File: src/rtl/keyed_watchdog_pkg.sv
package keyed_watchdog_pkg;

   localparam int unsigned WORD_W = 16;

   localparam logic [WORD_W-1:0] KEY_CFG_OPEN  = 16'h3333;
   localparam logic [WORD_W-1:0] KEY_CFG_ARM   = 16'hCCCC;
   localparam logic [WORD_W-1:0] KEY_KICK_OPEN = 16'hAAAA;
   localparam logic [WORD_W-1:0] KEY_KICK_FIRE = 16'h5555;

   localparam int unsigned EN_HI_BIT = 15;
   localparam int unsigned EN_LO_BIT = 14;

   typedef enum logic [1:0] {
      KS_IDLE   = 2'd0,
      KS_CFG_A  = 2'd1,
      KS_CFG_B  = 2'd2,
      KS_KICK_A = 2'd3
   } key_state_e;

   function automatic logic cfg_active(input logic [WORD_W-1:0] w);
      return w[EN_HI_BIT] & w[EN_LO_BIT];
   endfunction

   function automatic key_state_e key_entry(input logic [WORD_W-1:0] w);
      if (w == KEY_CFG_OPEN)       return KS_CFG_A;
      else if (w == KEY_KICK_OPEN) return KS_KICK_A;
      else                         return KS_IDLE;
   endfunction

endpackage

File: src/rtl/keyed_watchdog_keyseq.sv
module keyed_watchdog_keyseq
   import keyed_watchdog_pkg::*;
(
   input  logic              clk,
   input  logic              rst_n,
   input  logic              wr_en,
   input  logic [WORD_W-1:0] wr_data,
   output logic              cfg_strobe,
   output logic              kick
);

   key_state_e state_q, state_d;

   always_comb begin
      state_d = state_q;
      if (wr_en) begin
         unique case (state_q)
            KS_IDLE:   state_d = key_entry(wr_data);
            KS_CFG_A:  state_d = (wr_data == KEY_CFG_ARM) ? KS_CFG_B : key_entry(wr_data);
            KS_CFG_B:  state_d = KS_IDLE;
            KS_KICK_A: state_d = (wr_data == KEY_KICK_FIRE) ? KS_IDLE : key_entry(wr_data);
            default:   state_d = KS_IDLE;
         endcase
      end
   end

   always_ff @(posedge clk or negedge rst_n) begin
      if (!rst_n) state_q <= KS_IDLE;
      else        state_q <= state_d;
   end

   assign cfg_strobe = wr_en && (state_q == KS_CFG_B);
   assign kick       = wr_en && (state_q == KS_KICK_A) && (wr_data == KEY_KICK_FIRE);

   // a keyed load always closes the sequence
   assert_cfg_closes_R1: assert property (@(posedge clk) disable iff (!rst_n)
      cfg_strobe |=> state_q == KS_IDLE);
   // a restart always closes the sequence
   assert_kick_closes_R3: assert property (@(posedge clk) disable iff (!rst_n)
      kick |=> state_q == KS_IDLE);
   // without a write the checker holds its state
   assert_no_write_hold_R8: assert property (@(posedge clk) disable iff (!rst_n)
      !wr_en |=> $stable(state_q));

endmodule

File: src/rtl/keyed_watchdog_timebase.sv
module keyed_watchdog_timebase #(
   parameter int unsigned TO_BASE_LOG2 = 23,
   parameter int unsigned SEL_W        = 7
) (
   input  logic             clk,
   input  logic             rst_n,
   input  logic             run,
   input  logic             clear,
   input  logic [SEL_W-1:0] sel,
   output logic             expire
);

   localparam int unsigned CW = TO_BASE_LOG2 + SEL_W + 1;

   logic [CW-1:0]    cnt_q;
   logic [SEL_W-1:0] hit;

   // sel[i] corresponds to timeout bit k = i+1: the period is 2^(BASE+i+1)
   for (genvar i = 0; i < SEL_W; i++) begin : g_term
      assign hit[i] = sel[i] & (&cnt_q[TO_BASE_LOG2+i:0]);
   end

   assign expire = run & (|hit);

   always_ff @(posedge clk or negedge rst_n) begin
      if (!rst_n)      cnt_q <= '0;
      else if (clear)  cnt_q <= '0;
      else if (expire) cnt_q <= '0;
      else if (run)    cnt_q <= cnt_q + CW'(1);
   end

   // clearing forces the count to zero
   assert_clear_zero_R3: assert property (@(posedge clk) disable iff (!rst_n)
      clear |=> cnt_q == '0);
   // a stopped timebase holds its count
   assert_idle_hold_R6: assert property (@(posedge clk) disable iff (!rst_n)
      (!run && !clear) |=> $stable(cnt_q));
   // expiry reloads the counter
   assert_reload_R7: assert property (@(posedge clk) disable iff (!rst_n)
      (expire && !clear) |=> cnt_q == '0);

endmodule

File: src/rtl/keyed_watchdog_stretch.sv
module keyed_watchdog_stretch #(
   parameter int unsigned PULSE_LEN = 16
) (
   input  logic clk,
   input  logic rst_n,
   input  logic fire,
   output logic pulse_o
);

   if (PULSE_LEN == 1) begin : g_single
      logic p_q;
      always_ff @(posedge clk or negedge rst_n) begin
         if (!rst_n) p_q <= 1'b0;
         else        p_q <= fire;
      end
      assign pulse_o = p_q;
   end else begin : g_count
      localparam int unsigned PW = $clog2(PULSE_LEN + 1);
      logic [PW-1:0] left_q;
      always_ff @(posedge clk or negedge rst_n) begin
         if (!rst_n)            left_q <= '0;
         else if (fire)         left_q <= PW'(PULSE_LEN);
         else if (left_q != '0) left_q <= left_q - PW'(1);
      end
      assign pulse_o = (left_q != '0);

      // the remaining length falls by one each cycle
      assert_pulse_countdown_R7: assert property (@(posedge clk) disable iff (!rst_n)
         (pulse_o && !fire) |=> left_q == $past(left_q) - PW'(1));
   end

   // a firing always raises the output in the next cycle
   assert_fire_raises_R7: assert property (@(posedge clk) disable iff (!rst_n)
      fire |=> pulse_o);

endmodule

File: src/rtl/keyed_watchdog.sv
module keyed_watchdog
   import keyed_watchdog_pkg::*;
#(
   parameter int unsigned       TO_BASE_LOG2 = 23,
   parameter int unsigned       SEL_W        = 7,
   parameter int unsigned       PULSE_LEN    = 16,
   parameter logic [WORD_W-1:0] RST_CFG      = 16'h0000
) (
   input  logic              clk,
   input  logic              rst_n,
   input  logic              wr_en,
   input  logic [WORD_W-1:0] wr_data,
   input  logic              rd_en,
   output logic [WORD_W-1:0] rd_data,
   output logic              wd_rst_o
);

   if (SEL_W < 1 || SEL_W > 13) begin : g_bad_sel
      $error("SEL_W must lie between 1 and 13");
   end
   if (TO_BASE_LOG2 < 1) begin : g_bad_base
      $error("TO_BASE_LOG2 must be at least 1");
   end
   if (PULSE_LEN < 1) begin : g_bad_pulse
      $error("PULSE_LEN must be at least 1");
   end
   if (RST_CFG[EN_HI_BIT] && RST_CFG[EN_LO_BIT]) begin : g_bad_rst
      $error("RST_CFG must leave the watchdog disabled");
   end

   logic              cfg_strobe, kick, cfg_load, clear, run, expire, fire;
   logic [WORD_W-1:0] cfg_q;
   logic [SEL_W-1:0]  sel;

   keyed_watchdog_keyseq u_keyseq (
      .clk        (clk),
      .rst_n      (rst_n),
      .wr_en      (wr_en),
      .wr_data    (wr_data),
      .cfg_strobe (cfg_strobe),
      .kick       (kick)
   );

   // while active, only a disabling value may be written
   assign cfg_load = cfg_strobe && (!cfg_active(cfg_q) || !cfg_active(wr_data));

   always_ff @(posedge clk or negedge rst_n) begin
      if (!rst_n)        cfg_q <= RST_CFG;
      else if (cfg_load) cfg_q <= wr_data;
   end

   always_ff @(posedge clk or negedge rst_n) begin
      if (!rst_n)     rd_data <= RST_CFG;
      else if (rd_en) rd_data <= cfg_q;
   end

   assign sel   = cfg_q[SEL_W:1];
   assign run   = cfg_active(cfg_q) && $onehot(sel);
   assign clear = cfg_load | kick;
   assign fire  = expire & ~clear;

   keyed_watchdog_timebase #(
      .TO_BASE_LOG2 (TO_BASE_LOG2),
      .SEL_W        (SEL_W)
   ) u_timebase (
      .clk    (clk),
      .rst_n  (rst_n),
      .run    (run),
      .clear  (clear),
      .sel    (sel),
      .expire (expire)
   );

   keyed_watchdog_stretch #(
      .PULSE_LEN (PULSE_LEN)
   ) u_stretch (
      .clk     (clk),
      .rst_n   (rst_n),
      .fire    (fire),
      .pulse_o (wd_rst_o)
   );

   // without a write the setting never moves
   assert_cfg_hold_R1: assert property (@(posedge clk) disable iff (!rst_n)
      !wr_en |=> $stable(cfg_q));
   // an active watchdog can only leave the active state
   assert_no_retune_R4: assert property (@(posedge clk) disable iff (!rst_n)
      (cfg_active(cfg_q) && wr_en) |=> ($stable(cfg_q) || !cfg_active(cfg_q)));
   // a disabled, quiet watchdog stays quiet
   assert_quiet_R6: assert property (@(posedge clk) disable iff (!rst_n)
      (!cfg_active(cfg_q) && !wd_rst_o) |=> !wd_rst_o);
   // rd_data changes only on a read strobe
   assert_rd_hold_R8: assert property (@(posedge clk) disable iff (!rst_n)
      !rd_en |=> $stable(rd_data));

endmodule

File: config.mk
export PLATFORM = sky130hd
export DESIGN_NAME = keyed_watchdog
export DESIGN_NICKNAME = d
export VERILOG_FILES = /design/src/rtl/keyed_watchdog_pkg.sv /design/src/rtl/keyed_watchdog_keyseq.sv /design/src/rtl/keyed_watchdog_timebase.sv /design/src/rtl/keyed_watchdog_stretch.sv /design/src/rtl/keyed_watchdog.sv
export SDC_FILE = /design/constraint.sdc
export NUM_CORES = 1
export LEC_CHECK = 0
export BUFFER_PORTS_ARGS = -buffer_cell sky130_fd_sc_hd__buf_2
export CAP_MARGIN = 30
export CORE_MARGIN = 2
export CORE_UTILIZATION = 40
export CTS_CLUSTER_DIAMETER = 30
export DETAILED_ROUTE_END_ITERATION = 12
export MAX_ROUTING_LAYER = met4
export SLEW_MARGIN = 20
export SYNTH_ARGS = -nofsm -noshare
export SYNTH_HDL_FRONTEND = slang
export SYNTH_HIERARCHICAL = 1
export SYNTH_SLANG_ARGS = --single-unit
File: constraint.sdc
create_clock -name clk -period 8.56 [get_ports clk]
set_input_delay 1.284 -clock clk [delete_from_list [all_inputs] [get_ports clk]]
set_output_delay 1.284 -clock clk [all_outputs]
set_load 0.03 [all_outputs]
# Word level (Yosys, flattened, before mapping)

Index checks and enable logic that the tools add are counted.

Input port bits: 20
Output and inout bits: 17
Logic and storage cells: 64
Register bits after elaboration: 70

Muxes and demuxes: 10
Reduce and logical (&&, ||, !) cells: 20
Add/subtract/negate cells: 8
Equal/unequal tests: 8
Bitwise operators: 13

Operator list:

| cell                                                                    | count |
|---|---|
| 31-bit 2-to-1 mux                                                       | 3 |
| 16-bit equality test, second input constant                             | 2 |
| 31-bit by 1-bit adder with 31-bit output, second input constant         | 1 |
| 30-bit AND reduction                                                    | 1 |
| 29-bit AND reduction                                                    | 1 |
| 28-bit AND reduction                                                    | 1 |
| 27-bit AND reduction                                                    | 1 |
| 26-bit AND reduction                                                    | 1 |
| 25-bit AND reduction                                                    | 1 |
| 24-bit AND reduction                                                    | 1 |
| 16-bit by 14-bit equality test with 1-bit output, second input constant | 1 |
| 16-bit by 15-bit equality test with 1-bit output, second input constant | 1 |
| 1-bit bitwise AND                                                       | 11 |
| 5-bit 2-to-1 mux                                                        | 2 |
| 2-bit 2-to-1 mux                                                        | 4 |
| 2-bit case mux with 4 select lines                                      | 1 |
| 7-bit OR reduction                                                      | 1 |
| 1-bit by 1-bit adder with 2-bit output                                  | 3 |
| 1-bit logical AND                                                       | 5 |
| 5-bit nonzero test                                                      | 1 |
| 5-bit by 1-bit subtractor with 5-bit output, second input constant      | 1 |
| 2-bit equality test, second input constant                              | 2 |
| 2-bit by 1-bit adder with 3-bit output                                  | 1 |
| 2-bit by 2-bit adder with 3-bit output                                  | 1 |
| other kinds (10)                                                        | 11 |

# Depth between registers and ports, before layout

Depth in word-level cells: 8
Mapped depth: 12

# Cells and area by module

The synthesis kept the hierarchy.

By module, submodules not included:

| module                  | times used | sequential area each (µm²) | area an instance (µm²) | cells an instance |
|---|---|---|---|---|
| keyed_watchdog_timebase | 1          | 750.7                      | 1870.5                 | 216 |
| keyed_watchdog          | 1          | 800.8                      | 1386.3                 | 87 |
| keyed_watchdog_stretch  | 1          | 125.1                      | 261.5                  | 25 |
| keyed_watchdog_keyseq   | 1          | 50.0                       | 252.7                  | 25 |

# Least setup slack after synthesis

Ideal clock, no wire load.

Kind: register to register
Start point: register cfg_q[1]
End point: register u_timebase.cnt_q[21]
Setup time: 0.087 ns
Cell stages (with the launch flop): 13
Path buffers: 2
Period minus slack after synthesis: 3.872 ns
Path slack: 4.688 ns
Arrival: 3.786 ns
Cell sequence: dfrtp_1 inv_1 fa_1 fa_1 fa_1 inv_1 fa_1 nor4_1 nor2b_1 clkbuf_1 clkbuf_1 o2111ai_1 o211ai_1

Cells in the longest elaborated chain, start to end: 8
Elaborated cells on any way between the ends: 11

RTL lines:

| what                                                             | line                          | source |
|---|---|---|
| start, declared                                                  | keyed_watchdog.sv:32          | `logic [WORD_W-1:0] cfg_q;` |
| start signal, assigned                                           | keyed_watchdog.sv:49          | `else if (cfg_load) cfg_q <= wr_data;` |
| 1-bit by 1-bit adder with 2-bit output (not written as such) (*) | keyed_watchdog.sv:58          | `assign run = cfg_active(cfg_q) && $onehot(sel);` |
| 2-bit by 2-bit adder with 3-bit output (not written as such) (*) | keyed_watchdog.sv:58          |  |
| 3-bit adder (not written as such) (*)                            | keyed_watchdog.sv:58          |  |
| 3-bit by 1-bit equality test with 1-bit output (*)               | keyed_watchdog.sv:58          |  |
| 1-bit logical AND (*)                                            | keyed_watchdog.sv:58          |  |
| via run                                                          | keyed_watchdog.sv:31          | `logic cfg_strobe, kick, cfg_load, clear, run, expire, fire;` |
| 1-bit bitwise AND                                                | keyed_watchdog_timebase.sv:23 | `assign expire = run & (\|hit);` |
| 31-bit 2-to-1 mux                                                | keyed_watchdog_timebase.sv:28 | `else if (expire) cnt_q <= '0;` |
| 31-bit 2-to-1 mux                                                | keyed_watchdog_timebase.sv:27 | `else if (clear) cnt_q <= '0;` |
| end signal, assigned                                             | keyed_watchdog_timebase.sv:29 | `else if (run) cnt_q <= cnt_q + CW'(1);` |
| end, declared                                                    | keyed_watchdog_timebase.sv:15 | `logic [CW-1:0] cnt_q;` |

The timed path passes the listed nets; every way through them passes the cells marked *.
A chain may end at the register's enable or synchronous reset.

# Worst setup path in the final report

Start point: register cfg_q[1]
End point: register u_timebase.cnt_q[18]

Same word-level chain as after synthesis.

==> flow_metrics.py <==
metrics = {
    "critical_path": {
        "endpoint_kind": "flop",
        "critical_path.top_delay_family": "adder cells",
        "path_buf_inv": 3,
        "start_kind": "flop",
        "critPathRequiredTime_ns": 8.80,
        "critPathMostFrequentCell": "fa_1",
        "critical_path.cell_chain": "inv_1 -> fa_1 -> fa_1 -> fa_1 -> inv_1 -> fa_1 -> nor4_1 -> nor2b_1 -> buf_4 -> nand2_1 -> o311ai_0",
        "critPathKind": "reg -> reg",
        "cp_data_arrival_time_ns": 5.02,
        "max_stage_delay_ns": 0.82,
        "slowest_stage": "nor4_1",
        "cp_max_fo": 18,
    },
    "synth": {
        "netlist_area_um2": 3770,
        "synth_edf_count": 0,
        "ys.flop_type": "dfrtp_1",
        "synthTopCellsByArea": "dfrtp_1 46%, mux2_2 7.2%, nand2_1 3.7%, nand3_1 3.6%, mux2_4 3.2%",
        "synthCells": 353,
        "ys_top_cells_by_count": "69 x dfrtp_1, 37 x nand2_1, 27 x nand3_1",
        "synthesis.nets": 379,
        "yosys.area.top_type": "dfrtp_1",
        "yosys_warnings": 6,
        "netlist.area_leader.share": 0.458,
        "yosysMostFrequentCell": "dfrtp_1",
        "seq_area_frac_synth": 0.458,
        "synth_cell_types": 60,
        "async_reset_ff_frac": 1.00,
        "ys_seq_elements": 69,
        "avgSynthCellArea_um2": 10.7,
    },
    "timing": {
        "period_needed_ns": 4.78,
        "setup_tns_ns": 0,
        "hold_slack_ns": 0.508,
        "final_max_slew_viol_count": 0,
        "slew_headroom": 0.367,
        "worstMarginPinSlew_ns": 0.947,
        "rsz0062_at_grt": "false",
        "finalCritPeriodShare": 0.558,
        "timing.fmax_mhz": 209,
        "setup_viol": 0,
        "finalHoldViolations": 0,
        "finClkSkew_ns": 0.00953,
    },
    "placed_design": {
        "dp_hpwl_um": 5490,
        "gp_congestion": 0.801,
        "portBuffers": 36,
    },
    "clocking": {
        "htree_levels": 3,
        "cts-resized-gates": 0,
        "cts-buffers-inserted": 9,
        "post_cts_buffers": 0,
        "clkSinkCount": 69,
        "cts_max_path_buffers": 2,
        "clkTransAtPathRegs_ns": 0.08,
        "ctsHoldBuffers": 0,
        "cts_tree": "yes",
        "clk_latency_ns": 0.35,
        "root_buffer": "clkbuf_8",
    },
    "power_and_ir_drop": {
        "power_density_nw_per_um2": 143,
        "cellLeakagePower_nw": 2.00,
        "vdd_drop_max_mv": 0.0918,
    },
    "floorplan": {
        "die_y_um": 101,
        "core_um2": 9200,
        "floorplan.initialDensity": 0.410,
        "rows": 35,
        "pin_count": 37,
        "die_w_um": 101,
        "die_area_um2": 10200,
    },
    "drt": {
        "routed_wl_um": 8000,
        "detail-route-antenna-nets": 0,
        "drt_iter0_markers": 136,
        "viasPerCell": 5.68,
        "drcViolationCount": 0,
        "firstDrtPassIters": 5,
        "vias": 2874,
        "wl_per_cell_um": 15.8,
    },
    "global_route": {
        "met1_usage": 0.245,
        "grt_use_met3": 0.0347,
        "grt_util_all_layers": 0.176,
        "grt_max_degree": 70,
        "grt-busiest-layer": "met2",
        "grtUsageMet2": 0.252,
        "antenna_found_initial": 0,
        "grt_pass1_vias": 2781,
        "overflow": 0,
        "grt_pass1_wl_um": 13700,
    },
    "worst_hold_path": {
        "hold_class": "reg -> reg",
    },
    "outcome": {
        "outcome": "finished, final reports clean",
    },
    "cells_and_area": {
        "layout-drive-gt1-share": 0.273,
        "antenna_cells": 0,
        "multi_input_area_um2": 1890,
        "seq_area_um2": 1730,
        "num-fill-cells": 869,
        "nets": 417,
        "area_growth_syn_to_layout_pct": 12.4,
    },
    "run": {
        "maxCapViolations": 0,
    },
}
power by group:
| group | switching (W) | internal [W] |
|---|---|---|
| clock network | 0.000128 | 0.000133 |
| registers | 0.0000000563 | 0.000326 |
| logic | 0.0000138 | 0.00000775 |
| total | 0.000142 | 0.000466 |
flip-flops by register name, summed over array words and instances (netlist names):
register	cells
u_timebase/cnt_q	30
cfg_q	16
rd_data	16
u_stretch/g_count.left_q	5
u_keyseq/state_q	2
per-stage QoR:
step                      power [W]  setup WS, ns  area, um^2  instances  utilization
after floorplan            0.000338          4.69        3770        353            -
after global placement     0.000353          3.97        4030        490        0.438
after detailed placement   0.000353          3.84        4030        490        0.438
after CTS                  0.000616          3.83        4210        505        0.458
after global routing       0.000633          3.48        4240        506        0.461
final                      0.000608          3.78        4240        506        0.461
cell usage in the layout (no fill, tap or decap), drive strengths merged, types with 3 or more instances in the layout:
cell / count
o211ai: 5
a21oi: 9
a211o: 4
fa: 4
dfrtp: 69
nand3: 30
clkbuf: 9
inv: 20
nand3b: 3
nor2: 15
mux2: 32
nand2: 38
nor4: 8
o2111ai: 3
and4: 4
nand4: 17
and3: 3
or2: 3
nor3: 9
a31oi: 4
nand2b: 3
or3: 13
buf: 40
o21ai: 10
layer usage:
| metal | share of wire | wire, um |
|---|---|---|
| met3 | 0.045 | 363 |
| met1 | 0.50 | 3970 |
| met4 | 0.016 | 130 |
| met2 | 0.44 | 3540 |
| met5 | 0 | 0 |
final timing paths:
check / from / endpoint / slack (ns) / cells past startpoint
max reg2reg: cfg_q[1] / u_timebase/cnt_q[18] / 3.78 / 11
min reg2reg: rd_data[8] / rd_data[8] / 0.51 / 1
max in group asynchronous: rst_n / cfg_q[4] / 7.12 / 3
max: cfg_q[1] / u_timebase/cnt_q[18] / 3.78 / 11
min: rd_data[8] / rd_data[8] / 0.51 / 1
min in group asynchronous: rst_n / u_timebase/cnt_q[21] / 0.91 / 2
cell type report:
| class | count | area share |
|---|---|---|
| clock buffer | 9 | 0.0292 |
| clock inverter | 6 | 0.0150 |
| inverter | 19 | 0.0168 |
| multi-input combinational | 252 | 0.445 |
| sequential | 69 | 0.407 |
| tap | 111 | 0.0328 |
| timing repair buffer | 40 | 0.0543 |
logic make-up after synthesis:
| logic type | Yosys count | synth area share |
|---|---|---|
| XOR/XNOR | 1 | 0.00232 |
| adder cells (fa/ha/maj) | 6 | 0.0279 |
| AND/OR/NAND/NOR | 160 | 0.260 |
| AO/OA/AOI/OAI | 52 | 0.103 |
| multiplexers | 33 | 0.106 |
| flip-flops | 69 | 0.458 |
| buffers and inverters | 32 | 0.0421 |
Note: power is estimated with default switching activity, not from simulation.
